### src/rtl/frame_scrambler_pkg.sv
package frame_scrambler_pkg;
   localparam int unsigned WORD_W      = 32;
   localparam int unsigned GEN_W       = 16;
   localparam logic [15:0] GEN_SEED    = 16'hFFFF;
   // feedback from state bits 15, 14, 12 and 3
   localparam logic [15:0] GEN_TAPS    = 16'hD008;

   typedef struct packed {
      logic valid;
      logic prim;
      logic sof;
   } beat_ctl_t;
endpackage

### src/rtl/fsx_lfsr.sv
module fsx_lfsr #(
   parameter int unsigned W         = 16,
   parameter int unsigned STEP_BITS = 32,
   parameter logic [W-1:0] SEED     = '1,
   parameter logic [W-1:0] TAPS     = '0
) (
   input  logic                 clk,
   input  logic                 rst_n,
   input  logic                 reseed,
   input  logic                 advance,
   output logic [STEP_BITS-1:0] mask,
   output logic [W-1:0]         state_q
);
   generate
      if (W < 2) begin : g_bad_w
         $error("fsx_lfsr: W must be at least 2");
      end
      if (STEP_BITS < 1) begin : g_bad_step
         $error("fsx_lfsr: STEP_BITS must be positive");
      end
   endgenerate

   logic [W-1:0] state_adv;

   always_comb begin
      logic [W-1:0] st;
      st = state_q;
      for (int i = 0; i < STEP_BITS; i++) begin
         mask[i] = st[W-1];
         st      = {st[W-2:0], ^(st & TAPS)};
      end
      state_adv = st;
   end

   always_ff @(posedge clk) begin
      if (!rst_n)       state_q <= SEED;
      else if (reseed)  state_q <= SEED;
      else if (advance) state_q <= state_adv;
   end
endmodule

### src/rtl/fsx_out_stage.sv
module fsx_out_stage #(
   parameter int unsigned DW  = 32,
   parameter int unsigned LAT = 1
) (
   input  logic          clk,
   input  logic          rst_n,
   input  logic          v_in,
   input  logic          p_in,
   input  logic          s_in,
   input  logic [DW-1:0] d_in,
   output logic          v_out,
   output logic          p_out,
   output logic          s_out,
   output logic [DW-1:0] d_out
);
   generate
      if (LAT > 1) begin : g_bad_lat
         $error("fsx_out_stage: LAT must be 0 or 1");
      end
      if (LAT == 1) begin : g_reg
         always_ff @(posedge clk) begin
            if (!rst_n) begin
               v_out <= 1'b0;
               p_out <= 1'b0;
               s_out <= 1'b0;
               d_out <= '0;
            end else begin
               v_out <= v_in;
               p_out <= p_in;
               s_out <= s_in;
               d_out <= d_in;
            end
         end
      end else begin : g_comb
         assign v_out = v_in;
         assign p_out = p_in;
         assign s_out = s_in;
         assign d_out = d_in;
      end
   endgenerate
endmodule

### src/rtl/frame_scrambler.sv
module frame_scrambler
   import frame_scrambler_pkg::*;
#(
   parameter int unsigned DW      = WORD_W,
   parameter int unsigned OUT_REG = 1
) (
   input  logic          clk,
   input  logic          rst_n,
   input  logic          in_valid,
   input  logic [DW-1:0] in_data,
   input  logic          in_prim,
   input  logic          in_sof,
   output logic          out_valid,
   output logic [DW-1:0] out_data,
   output logic          out_prim,
   output logic          out_sof
);
   generate
      if (DW == 0) begin : g_bad_dw
         $error("frame_scrambler: DW must be positive");
      end
   endgenerate

   beat_ctl_t        ctl;
   logic             do_reseed;
   logic             do_mask;
   logic [DW-1:0]    mask;
   logic [GEN_W-1:0] lfsr_q;
   logic [DW-1:0]    data_mod;

   assign ctl       = '{valid: in_valid, prim: in_prim, sof: in_sof};
   assign do_reseed = ctl.valid & ctl.sof;
   assign do_mask   = ctl.valid & ~ctl.prim & ~ctl.sof;

   fsx_lfsr #(
      .W        (GEN_W),
      .STEP_BITS(DW),
      .SEED     (GEN_SEED),
      .TAPS     (GEN_TAPS)
   ) gen_i (
      .clk    (clk),
      .rst_n  (rst_n),
      .reseed (do_reseed),
      .advance(do_mask),
      .mask   (mask),
      .state_q(lfsr_q)
   );

   assign data_mod = do_mask ? (in_data ^ mask) : in_data;

   fsx_out_stage #(
      .DW (DW),
      .LAT(OUT_REG)
   ) out_i (
      .clk  (clk),
      .rst_n(rst_n),
      .v_in (ctl.valid),
      .p_in (ctl.prim),
      .s_in (ctl.sof),
      .d_in (data_mod),
      .v_out(out_valid),
      .p_out(out_prim),
      .s_out(out_sof),
      .d_out(out_data)
   );
endmodule

### config.mk
export PLATFORM = sky130hd
export DESIGN_NAME = frame_scrambler
export DESIGN_NICKNAME = d
export VERILOG_FILES = /design/src/rtl/frame_scrambler_pkg.sv /design/src/rtl/fsx_lfsr.sv /design/src/rtl/fsx_out_stage.sv /design/src/rtl/frame_scrambler.sv
export SDC_FILE = /design/constraint.sdc
export NUM_CORES = 1
export LEC_CHECK = 0
export BUFFER_PORTS_ARGS = -buffer_cell sky130_fd_sc_hd__buf_2
export CAP_MARGIN = 30
export CORE_MARGIN = 2
export CORE_UTILIZATION = 46
export DETAILED_ROUTE_END_ITERATION = 16
export HOLD_SLACK_MARGIN = 0.12
export PLACE_DENSITY_LB_ADDON = 0.2
export RECOVER_POWER = 100
export SLEW_MARGIN = 5
export SYNTH_ARGS = -nofsm -noshare
export SYNTH_HDL_FRONTEND = slang
export SYNTH_SLANG_ARGS = --single-unit
export TNS_END_PERCENT = 20
### constraint.sdc
create_clock -name clk -period 3.2 [get_ports clk]
set_input_delay 0.32 -clock clk [delete_from_list [all_inputs] [get_ports clk]]
set_output_delay 0.32 -clock clk [all_outputs]
set_load 0.05 [all_outputs]
# ---- Yosys cells after proc, flatten, opt, wreduce, memory -nomap -nowiden
# Cells that the tools add are included.
dict set report classes {
  n_mux 1
  n_bitwise 7
  n_reduce_logical 33
}
# operator n
set op_table {}
lappend op_table {{parity 16 bit} 32}
lappend op_table {{2-to-1 mux 32 bit} 1}
lappend op_table {{bitwise XOR 32 bit} 1}
lappend op_table {{bitwise AND 1 bit} 3}
lappend op_table {{NOT 1 bit} 3}
lappend op_table {{OR reduction 2 bit} 1}
dict set report word_totals {
  regBits 51
  input_bits 37
  output_inout_bits 35
  word_cells 46
}

# ---- Logic depth before layout (Yosys ltp)
dict set report depth {
  depth_word 8
  ltp_mapped 8
  depth_no_buf 7
}

# ---- Modules after synthesis
# A second synthesis with hierarchy kept.
dict set report unflattened {
  hier_cells 340
  area_unflattened_um2 3668.5
}
# mod instances cells_each area_each_um2 seq_area_each_um2
set by_module_without_submodules {}
lappend by_module_without_submodules {fsx_lfsr 1 192 1950.6 320.3}
lappend by_module_without_submodules {fsx_out_stage 1 73 978.4 700.7}
lappend by_module_without_submodules {frame_scrambler 1 75 739.5 0.0}

# ---- Worst setup path after synthesis
# No wires, ideal clock.
dict set report synth_path {
  path_type {reg2reg}
  startpoint {register gen_i.state_q[2]}
  endpoint {register gen_i.state_q[2]}
  setup_ns 0.138
  t_arrival_ns 2.382
  required_ns 3.062
  slack_ns 0.679
  stages_incl_launch_ff 9
  path_buffers 1
  period_less_slack_ns 2.521
  path_cell_list {dfxtp_1 > clkbuf_8 > xnor2_2 > xnor3_2 > xnor3_2 > xnor2_2 > xnor3_1 > xnor2_1 > o211ai_1}
}
dict set report synth_via {
  elab_chain_cells 8
  elab_cells_between_ends 12
  cone_classes {reduce/logical: 12}
}
# element line_no
set synth_rtl {}
lappend synth_rtl {{from (decl)} fsx_lfsr.sv:12} ;# output logic [W-1:0] state_q
lappend synth_rtl {{from (signal assigned)} fsx_lfsr.sv:38} ;# else if (advance) state_q <= state_adv;
lappend synth_rtl {{parity 16 bit (7 in a row)} fsx_lfsr.sv:30} ;# st = {st[W-2:0], ^(st & TAPS)};
lappend synth_rtl {{parity 16 bit (*)} fsx_lfsr.sv:30}
# Mark *: on every way between the ends. The rest lies on a longest branch, timed or not.
# A chain may end at the register's enable or synchronous reset.

# ---- Worst setup path after layout
dict set report layout_path {
  startpoint {register gen_i.state_q[5]}
  endpoint {register gen_i.state_q[0]}
}
dict set report layout_via {
  elab_chain_cells 7
  elab_cells_between_ends 10
  cone_classes {reduce/logical: 10}
}
# element line_no
set layout_rtl {}
lappend layout_rtl {{parity 16 bit (6 in a row)} fsx_lfsr.sv:30}
lappend layout_rtl {{parity 16 bit (*)} fsx_lfsr.sv:30}
# Marks and branches as above.

==> impl_metrics.json <==
{
  "track_usage_pct": 18.29,
  "htreeDepth": 2,
  "nets": 403,
  "areaGrowthSynthToFinish_pct": 13.46,
  "worstSetupPathType": "reg2reg",
  "yosys.area_share.simple_pct": 13.46,
  "design.die.area_um2": 7676,
  "drive_above_1_share_pct": 16.35,
  "chipWidth_um": 87.61,
  "yosys.area.top_type": "dfxtp_1",
  "synthTopCellsByArea": "dfxtp_1, xnor2_1, xnor3_1, and2_1, nand2_1",
  "cts_buffer_depth": 2,
  "synth_top_family_by_area": "XOR/XNOR gates",
  "grt_pass1_vias": 2057,
  "max_freq_mhz": 340.0,
  "fin_util_pct": 53.70,
  "cts_tree": "yes",
  "cp_num_buf_inv": 0,
  "synth.distinct_cells": 31,
  "routabilityCongestion": 0.8650,
  "period_minus_slack_ps": 2941,
  "route.detailed.drc": 0,
  "async_reset_ff_share_pct": 0,
  "synth_area_per_cell_um2": 10.54,
  "netlist_area_um2": 3216,
  "hold_depth": 2,
  "first_pass_iters": 4,
  "synth_ff_type": "dfxtp_1",
  "skew_ps": 11.26,
  "setup_viol": 0,
  "insertedDiodeCount": 0,
  "wire_per_inst_um": 14.62,
  "post_cts_buffers": 0,
  "rows": 30,
  "yosysSeqAreaShare_pct": 31.75,
  "final-max-slew-violation-count": 18,
  "syn_inst": 305,
  "hp-start": "in_valid",
  "drt-met1-wl_mm": 3.072,
  "grt_max_degree": 41,
  "layout_commonest_cell": "xnor2_1",
  "cts_made_buffers": 5,
  "hold_buffers": 0,
  "synth_compound_area_share_pct": 5.681,
  "synth-edff-count": 0,
  "wirelength_mm": 6.768,
  "clock_latency_ps": 320,
  "slowest_stage": "xor3_1",
  "hold-worst-slack_ps": 249.0,
  "numClockSinks": 51,
  "port_buffers": 71,
  "slowest_delay_ps": 560,
  "synthMuxAreaShare_pct": 0,
  "holdCritPathClass": "in2reg",
  "overflow": 0,
  "reg2reg_from": "gen_i.state_q[5]",
  "end_kind": "flip-flop",
  "leakagePower_nw": 1.635,
  "worstSetupStartpointType": "flip-flop",
  "reg2reg_depth": 7,
  "viasPerCell": 4.745,
  "crit_required_ps": 3340,
  "slew_headroom_pct": -2.559,
  "min_to": "out_i.v_out",
  "drt.antenna.violating_nets": 0,
  "critPathTopFamily": "XOR/XNOR gates",
  "ios": 72,
  "worstMarginPinSlew_ps": 1535,
  "synthAdderAreaFrac_pct": 0,
  "worst-path-stages": 7,
  "hold_viol": 0,
  "ctsResizeCount": 0,
  "highest_layer": "met4",
  "fin_setup_tns_ps": 0,
  "ys_seq_elements": 51,
  "layout_common_cells": "xnor2_1, dfxtp_1, nand2_1",
  "start_util_pct": 47.33,
  "ys_warn_count": 0,
  "rrSetupSlack_ps": 260,
  "coreArea_um2": 6794,
  "syn-num-nets": 342,
  "path_max_fanout": 8,
  "synth_top_area_share_pct": 31.75,
  "crit_chain": "xor3_1 -> xor3_2 -> xor2_1 -> xnor3_1 -> xnor3_1 -> nor2_1 -> o21ai_1",
  "fillers": 654,
  "status": "finished with violations",
  "wl_met3_um": 459,
  "root_buffer": "clkbuf_8",
  "die_h_um": 87.61,
  "antenna_found_initial": 0,
  "yosys.area_share.xor_xnor_pct": 44.79,
  "dr.first_iter.drc_count": 80,
  "violations": "capacitance limit, slew limit",
  "powerDensity_nw_per_um2": 1111,
  "cap_violations": 1,
  "crit_arrival_ps": 3080,
  "vdd_drop_max_mv": 1.166,
  "cts.clk_slew.worst_paths_ps": 100,
  "place_hpwl_mm": 4.957,
  "wl_met2_mm": 3.103,
  "timing.critical_path.mode_cell": "xnor3_1",
  "grt_pass1_wl_mm": 10.64,
  "r2r-end": "gen_i.state_q[0]",
  "rsz0062_at_grt": "no",
  "num_vias": 2197,
  "fin_crit_sh_pct": 91.90
}
-- cell families after synthesis --
family,Yosys count
flops,51
xor+xnor,116
buf+inv,24
compound gates,27
simple gates,87
-- final cells by class --
type	count	area, µm²	area share (%)
Multi-Input combinational cell	230	2042	55.97
Sequential cell	51	1021	27.98
Timing Repair Buffer	78	361.6	9.911
Tap cell	96	120.1	3.292
Clock buffer	7	96.34	2.641
Clock inverter	1	7.507	0.2058
-- power by group --
part / internal, W / switching (W)
clock: 0.000197 / 0.000222
sequential: 0.000698 / 0.0000509
combinational: 0.00157 / 0.00132
-- registers in the layout, summed over array words and instances (netlist names) --
signal / cells
out_i.p_out: 1
out_i.v_out: 1
out_i.d_out: 32
gen_i.state_q: 16
out_i.s_out: 1
-- worst max-delay path by stage --
stage                          start               end  slack (ps)
detailed placement  gen_i.state_q[5]  gen_i.state_q[0]         290
global placement    gen_i.state_q[5]  gen_i.state_q[0]         330
finish              gen_i.state_q[5]  gen_i.state_q[0]         260
CTS                 gen_i.state_q[5]  gen_i.state_q[0]         270
global route        gen_i.state_q[5]  gen_i.state_q[0]          60
floorplan           gen_i.state_q[2]  gen_i.state_q[2]         680
-- stage by stage --
stage	std cells	setup slack, ps	area, µm²	power, W
floorplan	305	679.2	3216	0.003233
global placement	455	329.2	3610	0.003648
detailed placement	455	289.8	3610	0.003677
CTS	463	269.1	3714	0.004111
global route	463	62.53	3649	0.004302
finish	463	259.2	3649	0.004052
-- cells in the mapped netlist (7+ instances only) --
library cell and n:
xnor2_1 72, o21ai_0 8, dfxtp_1 51, xor2_1 12, and2_1 29, xnor2_2 7
xnor3_1 15, nand2_1 41, o211ai_1 10, or3_1 8, clkbuf_1 9, buf_2 7
-- routing by layer --
| layer | vias up | track usage (%) |
|---|---|---|
| met4 | 0 | 6.573 |
| li1 | 1096 | - |
| met2 | 77 | 28.51 |
| met1 | 1013 | 25.33 |
| met5 | - | 0 |
| met3 | 11 | 3.676 |
Power figures use the tool's default switching activity.
